==> src/rtl/smbt_pkg.sv <==
package smbt_pkg;

    localparam int BYTE_W = 8;
    localparam int ADDR_W = 7;

    typedef enum logic [2:0] {
        ST_IDLE,
        ST_RECV,
        ST_HOLD,
        ST_ACK,
        ST_SKIP
    } smbt_state_e;

    typedef struct packed {
        logic scl_rise;
        logic scl_fall;
        logic start;
        logic stop;
    } smbt_evt_t;

    function automatic logic addr_hit(input logic [BYTE_W-1:0] b,
                                      input logic [ADDR_W-1:0] own);
        return b[BYTE_W-1:1] == own;
    endfunction

endpackage

==> src/rtl/smbt_line_filter.sv <==
module smbt_line_filter #(
    parameter int SYNC_STAGES = 2,
    parameter int FILT_LEN    = 4
) (
    input  logic clk,
    input  logic rst,
    input  logic din,
    output logic dout
);
    localparam int CW = $clog2(FILT_LEN + 1);

    logic [SYNC_STAGES-1:0] sync_q;
    logic [CW-1:0]          run_q;
    logic                   level_q;

    always_ff @(posedge clk) begin
        if (rst) sync_q <= '1;
        else     sync_q <= {sync_q[SYNC_STAGES-2:0], din};
    end

    // A new level is adopted only after FILT_LEN consecutive differing samples
    always_ff @(posedge clk) begin
        if (rst) begin
            run_q   <= '0;
            level_q <= 1'b1;
        end else if (sync_q[SYNC_STAGES-1] == level_q) begin
            run_q <= '0;
        end else if (run_q == CW'(FILT_LEN - 1)) begin
            run_q   <= '0;
            level_q <= sync_q[SYNC_STAGES-1];
        end else begin
            run_q <= run_q + 1'b1;
        end
    end

    assign dout = level_q;
endmodule

==> src/rtl/smbt_bus_events.sv <==
module smbt_bus_events
    import smbt_pkg::*;
(
    input  logic      clk,
    input  logic      rst,
    input  logic      scl_f,
    input  logic      sda_f,
    output smbt_evt_t evt
);
    logic scl_d, sda_d;

    always_ff @(posedge clk) begin
        if (rst) begin
            scl_d <= 1'b1;
            sda_d <= 1'b1;
        end else begin
            scl_d <= scl_f;
            sda_d <= sda_f;
        end
    end

    always_comb begin
        evt.scl_rise = scl_f & ~scl_d;
        evt.scl_fall = ~scl_f & scl_d;
        evt.start    = scl_f & scl_d & sda_d & ~sda_f;
        evt.stop     = scl_f & scl_d & ~sda_d & sda_f;
    end
endmodule

==> src/rtl/smb_target_ack.sv <==
module smb_target_ack
    import smbt_pkg::*;
#(
    parameter int SYNC_STAGES = 2,
    parameter int FILT_LEN    = 4,
    parameter int IDX_W       = 4
) (
    input  logic              clk,
    input  logic              rst,
    input  logic              scl_i,
    input  logic              sda_i,
    input  logic [6:0]        own_addr,
    input  logic              accept_i,
    output logic              sda_oe,
    output logic              byte_vld,
    output logic [7:0]        byte_data,
    output logic [IDX_W-1:0]  byte_idx
);
    localparam int BCW = $clog2(BYTE_W);

    logic [1:0] raw_in;
    logic [1:0] filt;
    logic       scl_f, sda_f;

    assign raw_in = {scl_i, sda_i};

    for (genvar g = 0; g < 2; g++) begin : g_line
        smbt_line_filter #(
            .SYNC_STAGES(SYNC_STAGES),
            .FILT_LEN   (FILT_LEN)
        ) u_filt (
            .clk (clk),
            .rst (rst),
            .din (raw_in[g]),
            .dout(filt[g])
        );
    end

    assign scl_f = filt[1];
    assign sda_f = filt[0];

    smbt_evt_t evt;

    smbt_bus_events u_evt (
        .clk  (clk),
        .rst  (rst),
        .scl_f(scl_f),
        .sda_f(sda_f),
        .evt  (evt)
    );

    smbt_state_e           state_q;
    logic [BYTE_W-1:0]     shift_q;
    logic [BCW-1:0]        bit_q;
    logic                  is_addr_q;
    logic                  ack_q;
    logic                  rd_q;
    logic                  oe_q;
    logic [IDX_W-1:0]      idx_q;

    logic [BYTE_W-1:0]     next_byte;
    logic                  byte_done;

    assign next_byte = {shift_q[BYTE_W-2:0], sda_f};
    assign byte_done = (state_q == ST_RECV) && evt.scl_rise &&
                       (bit_q == BCW'(BYTE_W - 1));

    always_ff @(posedge clk) begin
        if (rst) begin
            state_q   <= ST_IDLE;
            shift_q   <= '0;
            bit_q     <= '0;
            is_addr_q <= 1'b0;
            ack_q     <= 1'b0;
            rd_q      <= 1'b0;
            oe_q      <= 1'b0;
            idx_q     <= '0;
        end else if (evt.start) begin
            state_q   <= ST_RECV;
            bit_q     <= '0;
            is_addr_q <= 1'b1;
            oe_q      <= 1'b0;
            idx_q     <= '0;
        end else if (evt.stop) begin
            state_q <= ST_IDLE;
            oe_q    <= 1'b0;
        end else begin
            unique case (state_q)
                ST_RECV: begin
                    if (evt.scl_rise) begin
                        shift_q <= next_byte;
                        bit_q   <= bit_q + 1'b1;
                        if (byte_done) begin
                            bit_q <= '0;
                            if (is_addr_q) begin
                                if (addr_hit(next_byte, own_addr)) begin
                                    ack_q   <= 1'b1;
                                    rd_q    <= next_byte[0];
                                    state_q <= ST_HOLD;
                                end else begin
                                    state_q <= ST_SKIP;
                                end
                            end else begin
                                ack_q   <= accept_i;
                                state_q <= ST_HOLD;
                            end
                        end
                    end
                end
                ST_HOLD: begin
                    if (evt.scl_fall) begin
                        oe_q    <= ack_q;
                        state_q <= ST_ACK;
                    end
                end
                ST_ACK: begin
                    if (evt.scl_fall) begin
                        oe_q <= 1'b0;
                        if (is_addr_q) begin
                            is_addr_q <= 1'b0;
                            state_q   <= rd_q ? ST_SKIP : ST_RECV;
                        end else begin
                            if (idx_q != '1) idx_q <= idx_q + 1'b1;
                            state_q <= ST_RECV;
                        end
                    end
                end
                default: ;
            endcase
        end
    end

    assign sda_oe    = oe_q;
    assign byte_vld  = byte_done && !is_addr_q;
    assign byte_data = next_byte;
    assign byte_idx  = idx_q;

endmodule

==> config.mk <==
export PLATFORM = sky130hd
export DESIGN_NAME = smb_target_ack
export DESIGN_NICKNAME = d
export VERILOG_FILES = /design/src/rtl/smbt_pkg.sv /design/src/rtl/smbt_line_filter.sv /design/src/rtl/smbt_bus_events.sv /design/src/rtl/smb_target_ack.sv
export SDC_FILE = /design/constraint.sdc
export NUM_CORES = 1
export LEC_CHECK = 0
export BUFFER_PORTS_ARGS = -buffer_cell sky130_fd_sc_hd__buf_4
export CAP_MARGIN = 20
export CORE_MARGIN = 4
export CORE_UTILIZATION = 59
export DETAILED_ROUTE_END_ITERATION = 10
export GPL_TIMING_DRIVEN = 0
export PLACE_DENSITY = 0.92
export SLEW_MARGIN = 10
export SYNTH_ARGS = -nofsm -noshare
export SYNTH_HDL_FRONTEND = slang
export SYNTH_SLANG_ARGS = --single-unit
==> constraint.sdc <==
create_clock -name clk -period 2.2 [get_ports clk]
set_input_delay 0 -clock clk [delete_from_list [all_inputs] [get_ports clk]]
set_output_delay 0 -clock clk [all_outputs]
set_load 0.01 [all_outputs]
==> out/metrics.yaml <==
timing:
  finalCriticalPeriod_ns: 1.684
  fmax_mhz: 593.8
  slew_headroom: 0.7068
  drv_slew: 0
  setup_viol: 0
  hold_viol: 0
  finalSetupTns_ns: 0
  skew_ns: 0.01146
  setup_ws_ns: 0.5159
  finalCritPeriodShare: 0.7655
  rsz0062_at_grt: "false"
  worstMarginPinSlew_ns: 0.4397
clock_tree:
  clock_sinks: 35
  clock_tree.buffer_depth: 2
  cts_resized: 0
  cts_made_buffers: 5
  cts_max_level: 2
  cts-root-buf: "clkbuf_4"
  cts.reportedPaths.clkPinSlew_ns: 0.10
  cts_setup_buffers: 0
  cts_tree: "yes"
  insertion_delay_ns: 0.34
synthesis:
  synth_warnings: 0
  synth_fp_nets: 182
  ys.flop_type: "dfxtp_1"
  ys_ff_latch: 35
  synth.cell_area_sq_mm: 0.001558
  synth-async-reset-ratio: 0
  syn_area_per_cell_sq_um: 9.557
  postSynthCellCount: 163
  synthDistinctLibCells: 35
  synth_edf_count: 0
  seq_area_frac_synth: 0.4498
grt:
  grt_start_max_net_pins: 11
  grt_pass1_vias: 1253
  grt_overflow: 0
  antenna_found_initial: 0
  globalRouteTotalUtil: 0.2115
  grt_pass1_wl_microns: 5658
hold_path:
  hold_class: "in2reg"
power:
  power.share.clock: 0.387
  seqPwrFrac: 0.568
  internal_power_uw: 901.1
  power.share.combinational: 0.045
  p_per_area_mw_per_mm2: 594.9
  p_sw_uw: 225.8
  p_leak_uw: 0.0007656
  vdd_drop_max_v: 0.0008032
  swShare: 0.2004
place:
  place_hpwl_microns: 2415
  dp_cells: 218
  dp_slack_ns: 0.5742
  place_congestion: 0.8567
  numPortBuffers: 25
route:
  drc: 0
  num_vias: 1285
  firstDrtPassIters: 4
  drt-initial-drc-count: 48
  wirelength_microns: 3236
  wl_per_cell_microns: 14.13
  antenna_left: 0
  viasPerCell: 5.611
worst_setup_path:
  cpLargestDelayFamily: "simple AND/OR/NAND/NOR gates"
  criticalPathCategory: "reg2reg"
  cp.required_ns: 2.47
  start_kind: "register"
  cpPeakStageDelay_ns: 0.38
  cp_max_fo: 6
  critPathMostFrequentCell: "ha_1"
  endpoint_kind: "register"
  worstPathCellList: "ha_1 -> ha_1 -> nand3b_1 -> nor4_1 -> mux2i_1"
  critical_path.slowest_cell: "nor4_1"
  path_buf_inv: 0
  cp.arrival_ns: 1.95
floorplan:
  start_util: 0.6231
  pin_count: 26
  dieWidth_microns: 59.39
  core_area_sq_mm: 0.002500
  row_count: 18
  die-area_sq_mm: 0.003527
  die_y_microns: 59.39
finish:
  synthToLayoutAreaGrowth_pct: 21.61
  stdcell_count: 229
  diodes: 0
  nNetsFinal: 218
  drive_gt1_frac: 0.2211
  nFillCells: 172
run:
  drv_cap: 0
status:
  status: "finished, final reports clean"
-- cells in the final DEF (no fill, tap or decap), drive strengths merged, types with 2 or more instances in the layout --
cell type    Yosys  routed
or2              6       6
and3             2       2
nand3b           5       5
xnor2            9       9
o21ai            3       3
nand3            4       4
a21oi            4       4
and4bb           2       2
ha               7       7
nor2b            3       3
inv              7       7
or3              3       3
a211o            2       2
nor2            23      23
nand2b           4       4
a31oi            3       3
nand4            4       4
clkbuf           6      12
dlygate4sd3      0       4
buf              3      28
a41oi            2       2
dfxtp           35      35
mux2i           10      10
xor2             4       4
a21boi           2       2
-- kinds of logic after synthesis --
logic type,after synthesis,share of synthesized area
simple gates,61,0.2201
buf+inv,16,0.04417
xor+xnor,13,0.07309
flops,35,0.4498
compound gates,21,0.09238
mux,10,0.06426
fa+ha+maj,7,0.05622
-- power groups by stage --
stage / Clock [uW] / Combinational, uW / Sequential [uW]
2_1_floorplan: 0 / 22.2 / 654
3_3_place_gp: 0 / 42.4 / 654
3_5_place_dp: 0 / 44.9 / 654
4_1_cts: 439 / 50.5 / 640
5_1_grt: 467 / 55.9 / 641
6_report: 436 / 50.7 / 640
-- area by class of cell --
class	instances	area, sq um	area share
Buffer	9	42.54	0.02246
Clock buffer	6	41.29	0.02180
Clock inverter	1	30.03	0.01585
Inverter	7	26.28	0.01387
Multi-Input combinational cell	112	788.3	0.4161
Sequential cell	35	700.7	0.3699
Tap cell	30	37.54	0.01982
Timing Repair Buffer	29	227.7	0.1202
-- flip-flops by register name, summed over array words and instances (netlist names) --
register and cells:
byte_idx 4, u_evt.scl_d 1, sda_oe 1, bit_q 3, ack_q 1, g_line.u_filt.run_q 6
g_line.u_filt.dout 2, is_addr_q 1, rd_q 1, state_q 3, u_evt.sda_d 1, g_line.u_filt.sync_q 4
shift_q 7
-- tightest hold or removal path, delay by kind of cell --
family | cells | cell delay [ns]
xor+xnor | 1 | 0.05
mux | 1 | 0.11
buf+inv | 1 | 0.08
simple gates | 2 | 0.26
-- repair_timing --
action | 4_1_cts | 5_1_grt
hold buffers | 4 | 0
endpoints found under the hold margin | 6 | 0
setup endpoints to repair | 0 | 0
-- cell usage after synthesis (all sizes together) (5+ instances only) --
library cell	instances	area (sq um)
or2	6	37.54
mux2i	10	100.1
inv	7	26.28
dfxtp	35	700.7
xnor2	9	78.83
ha	7	87.58
clkbuf	6	22.52
nor2	23	86.33
nand3b	5	37.54
-- metrics by stage --
stage	area, sq um	total power (uW)	hold slack [ns]	utilization
floorplan	1558	676.1	0.1038	-
global placement	1783	696.5	0.1836	0.7132
detailed placement	1783	699.4	0.1897	0.7132
CTS	1894	1129	0.2006	0.7578
global route	1894	1163	0.2533	0.7578
finish	1894	1127	0.2117	0.7578
-- path summary, 6_finish.rpt --
kind / startpoint / endpoint / slack, ns / depth (start not counted)
min reg2reg: g_line[1].u_filt.sync_q[0] / g_line[1].u_filt.sync_q[1] / 0.42 / 1
min: own_addr[2] / rd_q / 0.21 / 5
max: bit_q[0] / rd_q / 0.52 / 5
max reg2reg: bit_q[0] / rd_q / 0.52 / 5
-- metal layers --
metal | vias to the layer above | global-route usage | wire, microns
li1 | 636 | - | -
met1 | 588 | 0.2541 | 1326
met2 | 53 | 0.3557 | 1611
met3 | 8 | 0.06972 | 251
met4 | 0 | 0.06472 | 46
met5 | - | 0 | 0
Power figures use the tool's default switching activity.
